===== config.mk =====
export PLATFORM = sky130hd
export DESIGN_NAME = list_sum_engine
export DESIGN_NICKNAME = d
export VERILOG_FILES = /design/src/rtl/lsum_pkg.sv /design/src/rtl/lsum_ctrl.sv /design/src/rtl/lsum_datapath.sv /design/src/rtl/list_sum_engine.sv
export SDC_FILE = /design/constraint.sdc
export NUM_CORES = 1
export LEC_CHECK = 0
export BUFFER_PORTS_ARGS = -buffer_cell sky130_fd_sc_hd__buf_2
export CAP_MARGIN = 30
export CORE_MARGIN = 10
export CORE_UTILIZATION = 52
export DETAILED_ROUTE_END_ITERATION = 6
export PLACE_DENSITY = 0.79
export REMOVE_ABC_BUFFERS = 1
export SETUP_SLACK_MARGIN = 0.4
export SLEW_MARGIN = 20
export SYNTH_ARGS = -nofsm -noshare
export SYNTH_HDL_FRONTEND = slang
export SYNTH_SLANG_ARGS = --single-unit

===== constraint.sdc =====
create_clock -name clk -period 1.9 [get_ports clk]
set_input_delay 0.285 -clock clk [delete_from_list [all_inputs] [get_ports clk]]
set_output_delay 0.285 -clock clk [all_outputs]
set_load 0.01 [all_outputs]

===== src/rtl/lsum_pkg.sv =====
package lsum_pkg;

    typedef enum logic [1:0] {
        ST_IDLE   = 2'd0,
        ST_VALUE  = 2'd1,
        ST_LINK   = 2'd2,
        ST_FINISH = 2'd3
    } lsum_state_e;

    typedef enum logic {
        ADDR_FROM_VAL  = 1'b0,
        ADDR_FROM_LINK = 1'b1
    } addr_src_e;

endpackage


===== src/rtl/lsum_ctrl.sv =====
module lsum_ctrl
    import lsum_pkg::*;
(
    input  logic      clk,
    input  logic      rst_n,
    input  logic      start,
    input  logic      link_is_end,
    output logic      ld_init,
    output logic      ld_sum,
    output logic      ld_link,
    output logic      ld_result,
    output addr_src_e addr_src,
    output logic      done,
    output logic      busy,
    output logic      link_phase
);

    typedef struct packed {
        lsum_state_e state;
    } ctrl_regs_t;

    ctrl_regs_t r_q;
    ctrl_regs_t r_d;

    always_comb begin
        r_d       = r_q;
        ld_init   = 1'b0;
        ld_sum    = 1'b0;
        ld_link   = 1'b0;
        ld_result = 1'b0;
        addr_src  = ADDR_FROM_LINK;
        unique case (r_q.state)
            ST_IDLE, ST_FINISH: begin
                if (start) begin
                    ld_init     = 1'b1;
                    r_d.state   = ST_VALUE;
                end
            end
            ST_VALUE: begin
                addr_src  = ADDR_FROM_VAL;
                ld_sum    = 1'b1;
                r_d.state = ST_LINK;
            end
            ST_LINK: begin
                addr_src = ADDR_FROM_LINK;
                ld_link  = 1'b1;
                if (link_is_end) begin
                    ld_result = 1'b1;
                    r_d.state = ST_FINISH;
                end else begin
                    r_d.state = ST_VALUE;
                end
            end
            default: r_d.state = ST_IDLE;
        endcase
    end

    always_ff @(posedge clk) begin
        if (!rst_n) begin
            r_q.state <= ST_IDLE;
        end else begin
            r_q <= r_d;
        end
    end

    assign done       = (r_q.state == ST_FINISH);
    assign busy       = (r_q.state == ST_VALUE) || (r_q.state == ST_LINK);
    assign link_phase = (r_q.state == ST_LINK);

endmodule


===== src/rtl/lsum_datapath.sv =====
module lsum_datapath
    import lsum_pkg::*;
#(
    parameter int DATA_W       = 8,
    parameter int SUM_W        = 16,
    parameter bit SHARED_ADDER = 1'b0
) (
    input  logic              clk,
    input  logic              rst_n,
    input  logic              ld_init,
    input  logic              ld_sum,
    input  logic              ld_link,
    input  logic              ld_result,
    input  addr_src_e         addr_src,
    input  logic [DATA_W-1:0] mem_rdata,
    output logic [DATA_W-1:0] mem_addr,
    output logic              link_is_end,
    output logic [SUM_W-1:0]  result
);

    localparam int ADDR_W    = DATA_W;
    localparam int EXT_W     = SUM_W - DATA_W;
    localparam logic [ADDR_W-1:0] HEAD_ADDR = '0;
    localparam logic [ADDR_W-1:0] HEAD_VAL  = HEAD_ADDR + ADDR_W'(1);

    typedef struct packed {
        logic [ADDR_W-1:0] link;
        logic [ADDR_W-1:0] val_addr;
        logic [SUM_W-1:0]  acc;
        logic [SUM_W-1:0]  result;
    } dp_regs_t;

    dp_regs_t r_q;
    dp_regs_t r_d;

    logic [SUM_W-1:0]  value_ext;
    logic [SUM_W-1:0]  acc_sum;
    logic [ADDR_W-1:0] addr_inc;

    assign value_ext = {{EXT_W{mem_rdata[DATA_W-1]}}, mem_rdata};

    generate
        if (SHARED_ADDER) begin : g_shared
            logic [SUM_W-1:0] op_a;
            logic [SUM_W-1:0] op_b;
            logic [SUM_W-1:0] add_o;
            always_comb begin
                if (addr_src == ADDR_FROM_LINK) begin
                    op_a = {{EXT_W{1'b0}}, mem_rdata};
                    op_b = SUM_W'(1);
                end else begin
                    op_a = r_q.acc;
                    op_b = value_ext;
                end
            end
            assign add_o    = op_a + op_b;
            assign acc_sum  = add_o;
            assign addr_inc = add_o[ADDR_W-1:0];
        end else begin : g_split
            assign acc_sum  = r_q.acc + value_ext;
            assign addr_inc = mem_rdata + ADDR_W'(1);
        end
    endgenerate

    always_comb begin
        r_d = r_q;
        if (ld_init) begin
            r_d.link     = HEAD_ADDR;
            r_d.val_addr = HEAD_VAL;
            r_d.acc      = '0;
        end
        if (ld_sum) begin
            r_d.acc = acc_sum;
        end
        if (ld_link) begin
            r_d.link     = mem_rdata;
            r_d.val_addr = addr_inc;
        end
        if (ld_result) begin
            r_d.result = r_q.acc;
        end
    end

    always_ff @(posedge clk) begin
        if (!rst_n) begin
            r_q.link     <= HEAD_ADDR;
            r_q.val_addr <= HEAD_VAL;
            r_q.acc      <= '0;
            r_q.result   <= '0;
        end else begin
            r_q <= r_d;
        end
    end

    assign mem_addr    = (addr_src == ADDR_FROM_VAL) ? r_q.val_addr : r_q.link;
    assign link_is_end = (mem_rdata == '0);
    assign result      = r_q.result;

endmodule


===== src/rtl/list_sum_engine.sv =====
module list_sum_engine
    import lsum_pkg::*;
#(
    parameter int DATA_W       = 8,
    parameter int SUM_W        = 16,
    parameter bit SHARED_ADDER = 1'b0
) (
    input  logic              clk,
    input  logic              rst_n,
    input  logic              start,
    output logic [DATA_W-1:0] mem_addr,
    input  logic [DATA_W-1:0] mem_rdata,
    output logic              done,
    output logic [SUM_W-1:0]  result
);

    logic      ld_init;
    logic      ld_sum;
    logic      ld_link;
    logic      ld_result;
    logic      link_is_end;
    logic      busy;
    logic      link_phase;
    addr_src_e addr_src;

    lsum_ctrl u_ctrl (
        .clk        (clk),
        .rst_n      (rst_n),
        .start      (start),
        .link_is_end(link_is_end),
        .ld_init    (ld_init),
        .ld_sum     (ld_sum),
        .ld_link    (ld_link),
        .ld_result  (ld_result),
        .addr_src   (addr_src),
        .done       (done),
        .busy       (busy),
        .link_phase (link_phase)
    );

    lsum_datapath #(
        .DATA_W      (DATA_W),
        .SUM_W       (SUM_W),
        .SHARED_ADDER(SHARED_ADDER)
    ) u_dp (
        .clk        (clk),
        .rst_n      (rst_n),
        .ld_init    (ld_init),
        .ld_sum     (ld_sum),
        .ld_link    (ld_link),
        .ld_result  (ld_result),
        .addr_src   (addr_src),
        .mem_rdata  (mem_rdata),
        .mem_addr   (mem_addr),
        .link_is_end(link_is_end),
        .result     (result)
    );

endmodule


# Word-level counts from Yosys, hierarchy flattened
# Cells that the tools add are included.
# op_classes
add_sub_neg,2
div,0
n_mul,0
magnitude_cmp,0
n_reduce_logical,5
shifts,0
bitwise_logic,0
eq_ne,4
mux,13
# op_table
operator,count
16-bit 2-to-1 mux,2
32-bit 2-to-1 mux,1
16-bit adder,1
"8-bit by 1-bit adder with 8-bit output, second input constant",1
8-bit zero test,1
8-bit 2-to-1 mux,1
1-bit 2-to-1 mux,6
2-bit one-hot mux with 3 select lines,1
"2-bit == test, second input constant",2
2-bit 2-to-1 mux,2
2-bit nonzero test,2
"2-bit by 1-bit == test with 1-bit output, second input constant",1
2-bit zero test,1
"2-bit != test, second input constant",1
2-bit OR reduction,1
# word_totals
mem_bits_ro,0
register_bits,50
n_memories,0
mem_bits_rw,0
word_cells,29
out_inout_bits,25
latchBits,0

# Logic depth before layout (Yosys ltp)
# depth
word_depth,5
mapped_depth,9
depth_no_buf,9

# Modules after synthesis
# Synthesis repeated with hierarchy kept, for this count alone.
# unflattened
cells_unflattened,340
area_unflattened_um2,3032.9
# modules_own_cells
module,instances,cells_each,area_each_um2,seq_area_each_um2
lsum_datapath,1,320,2861.5,960.9
lsum_ctrl,1,20,171.4,40.0

# Worst setup path before layout
# No wires, ideal clock.
# synth_path
path_type,reg2reg
startpoint,register u_dp.r_q[16] (netlist bit)
endpoint,register u_dp.r_q[30] (netlist bit)
stages_incl_launch_ff,10
n_path_buf,0
required_ns,1.831
setup_ns,0.069
arrival_time_ns,1.869
slack_ns,-0.038
cell_sequence,dfxtp_1 > ha_1 > inv_1 > fa_1 > nor2b_1 > o2111ai_1 > a21oi_1 > a41oi_1 > xor2_1 > o21ai_1
# synth_via
elab_chain_cells,2
# synth_rtl
element,line_no,rtl
start: declaration,lsum_datapath.sv:33,dp_regs_t r_q;
start signal: assignment,lsum_datapath.sv:91,r_q <= r_d;
16-bit adder,lsum_datapath.sv:60,assign acc_sum = r_q.acc + value_ext;
16-bit 2-to-1 mux,lsum_datapath.sv:72,if (ld_sum) begin
# Every way passes these cells.
# A chain may end at the register's enable or synchronous reset.

# Final worst setup path
# Ends and elaborated chain as after synthesis.

==> impl_results.md <==
- CTS H-tree lvls: 2
- #FFs+latches synth: 50
- Slowest stage cell, crit path: dfxtp_2
- Post-DP HPWL: 4810 um
- Mux cell area share after synthesis: 8.29%
- Crit Path Max Fanout: 4
- DRT Pass-1 Iters: 5
- Yosys warning count: 0
- Starting density of the core: 53.3%
- Worst Setup Slack, final: -0.106 ns
- Post-Synth Adder-Cell Area: 9.76%
- Worst Tran Pin Value: 0.508 ns
- Initial antenna violation count: 0
- CP startpoint kind: register
- Worst path max stage delay: 0.37 ns
- Die Area: 8960 sq um
- Crit path time final: 2.01 ns
- Number of enable flip-flop cells after synthesis: 0
- Violated checks: negative setup slack
- Asr flop ratio synth: 0%
- Compound-gate portion of the synthesized area: 18.1%
- GRT Overall Usage: 17.4%
- Clock Latency Late Sink: 0.30 ns
- RSZ-0062 raised after global routing: yes
- Status: finished with violations
- Most common cell after layout, fill and taps aside: dfxtp_1
- FILL cells: 358
- Final setup fails: 6
- Slew Limit Fails: 0
- Synthesized area per cell: 9.22 sq um
- Site Rows: 27
- Hold Path Class: primary input to register
- Critical-path cell list: ha_4 > inv_2 > fa_2 > nor2b_4 > o2111ai_2 > a21oi_1 > buf_4 > a41oi_2 > xor2_1 > o21ai_1
- XOR/XNOR Fraction of Synth Area: 6.35%
- Residual DRC count: 0
- WL/cell: 18.3 um
- DRT iter0 DRCs: 282
- P_leak: 1.80 nW
- GPL Wtd Cong: 0.867
- Core ar.: 5440 sq um
- Top post-synthesis cells by area: dfxtp_1 35%, ha_1 9.1%, nor2b_1 8.9%
- Largest net degree at the start of global routing: 27
- Detail Route Antenna Nets: 0
- Die Span X: 94.6 um
- Maximum root-to-sink buffer count: 2
- Worst setup EP type: register
- Yosys top cell by area: dfxtp_1
- DP Cell Count: 430
- Simple-Gate Fraction of Synth Area: 15.7%
- Clock transition at the registers of the reported paths: 0.09 ns
- Max Fclk: 499 MHz
- Hold Violations, Final: 0
- Cell Area, Synth: 2900 sq um
- Total number of vias: 2559
- Most frequent cells in the layout: 47 x dfxtp_1, 40 x nor2b_1, 40 x buf_4
- Share of the synthesized area in the top cell type: 34.6%
- Input/output buffers: 35
- Clk sinks: 50
- Global-route wire length before repair: 12500 um
- TritonCTS clock tree: done
- CTS Hold Buffers Added: 0
- Synthesis-to-layout area growth: 34.4%
- Die height: 94.6 um
- Largest family of logic cells by synthesized area: compound AO/OA/AOI/OAI gates
- Vias per cell: 5.65
- PD cells: 1240 nW/um^2
- Root buf cell: clkbuf_8
- Nets@finish: 413
- Routed WL: 8280 um
- Total power: 4.81 mW
- Max cap viols: 0
- Post-Syn Instances: 314
- Gr ovfl total: 0
- Seq/Total Area, Yosys: 34.6%
- IO Count: 36
- Worst endpoint required time: 2.09 ns
- Final Cycle Share: 106%
- Worst Path Class, Setup: register to register
- Vias in the first global route: 2512
- Proportion of layout cells with a drive suffix above 1: 36.7%
- CTS buffer count: 5
- Main synth FF type: dfxtp_1
- Fin Clk Skew: 0.00209 ns
- Unique masters post-synth: 43
- N_diodes: 0
- Worst IR Drop VDD: 735 uV
- Max_slew headroom: 65.8%
- Crit path DAT: 2.20 ns
- Layout Cells excl Fill: 453
[synth_stat cells, types with 2 or more instances]
master    instances
dfxtp_1          50
nor2b_1          41
nand2_1          23
a22oi_1          21
ha_1             21
a21oi_1          17
buf_4            17
mux2i_1          15
o21ai_0          14
xnor2_1          11
xor2_1           10
clkbuf_1          9
mux2_2            8
nor2_1            8
inv_1             7
a21o_1            4
buf_2             4
nand3_1           4
a31oi_1           2
a41oi_1           2
and2_1            2
and3_1            2
o21ai_1           2
[worst paths after layout]
kind	start	to	slack [ns]	cells past startpoint
worst max-delay path	u_dp.r_q[16]	u_dp.r_q[30]	-0.11	10
worst min-delay path	start	u_ctrl.r_q[1]	0.39	4
worst max register to register	u_dp.r_q[16]	u_dp.r_q[30]	-0.11	10
worst min register to register	u_dp.r_q[31]	u_dp.r_q[31]	0.48	2
[where the power goes]
group	internal, mW	switching (mW)	leakage [nW]	total, mW
registers	1.22	0.137	0.407	1.36
clock network	0.562	0.369	0.0714	0.931
logic	1.24	1.28	1.32	2.52
[cell families after synthesis]
kind of cell | count (synthesis)
muxes | 23
adders and majority gates | 22
AOI/OAI and AO/OA | 76
buffers and inverters | 37
xor gates and xnor gates | 21
and+or+nand+nor | 85
DFF | 50
[repair_timing]
action,4_1_cts,5_1_grt
buffers inserted,11,2
cloned,1,1
endpoints found under the setup margin,57,40
gates resized for setup,63,16
pin swaps,19,13
[area by class of cell]
type / instances / area [sq um] / area share (%)
Tap cell: 72 / 90.1 / 2.31
Sequential cell: 50 / 1010 / 25.9
Clock inverter: 2 / 60.1 / 1.54
Clock buffer: 6 / 82.6 / 2.12
Timing Repair Buffer: 89 / 744 / 19.1
Multi-Input combinational cell: 227 / 1880 / 48.3
Inverter: 7 / 28.8 / 0.739
[sequential cells by signal, summed over array words and instances, names as in the netlist]
signal,flops
u_ctrl.r_q,2
u_dp.r_q,32
u_dp.result,16
[per-stage QoR]
step	setup TNS (ns)	utilization, %	hold WS [ns]	instance area [sq um]	setup WS, ns
floorplan	-0.0788	-	0.347	2720	-0.0414
detailed placement	-0.696	60.4	0.468	3290	-0.198
global placement	-0.340	60.4	0.448	3290	-0.125
finish	-0.415	71.6	0.390	3890	-0.106
global route	-0.968	71.6	0.410	3890	-0.184
CTS	-0.342	69.7	0.337	3790	-0.109
[worst max-delay path: cells and delay by family, from the launching register on]
kind,cells,cell delay (ns)
adder cells (fa/ha/maj),2,0.50
AO/OA/AOI/OAI,4,0.49
flip-flops,1,0.37
buffers and inverters,2,0.20
XOR/XNOR,1,0.19
AND/OR/NAND/NOR,1,0.15
[metal layers]
metal / share of wire, % / vias to the layer above / GRT usage (%)
li1: - / 1222 / -
met1: 42 / 1177 / 21.3
met2: 47 / 130 / 28.5
met3: 7.7 / 30 / 4.36
met4: 3.3 / 0 / 7.48
met5: 0 / - / 0
Power figures use the tool's default switching activity.
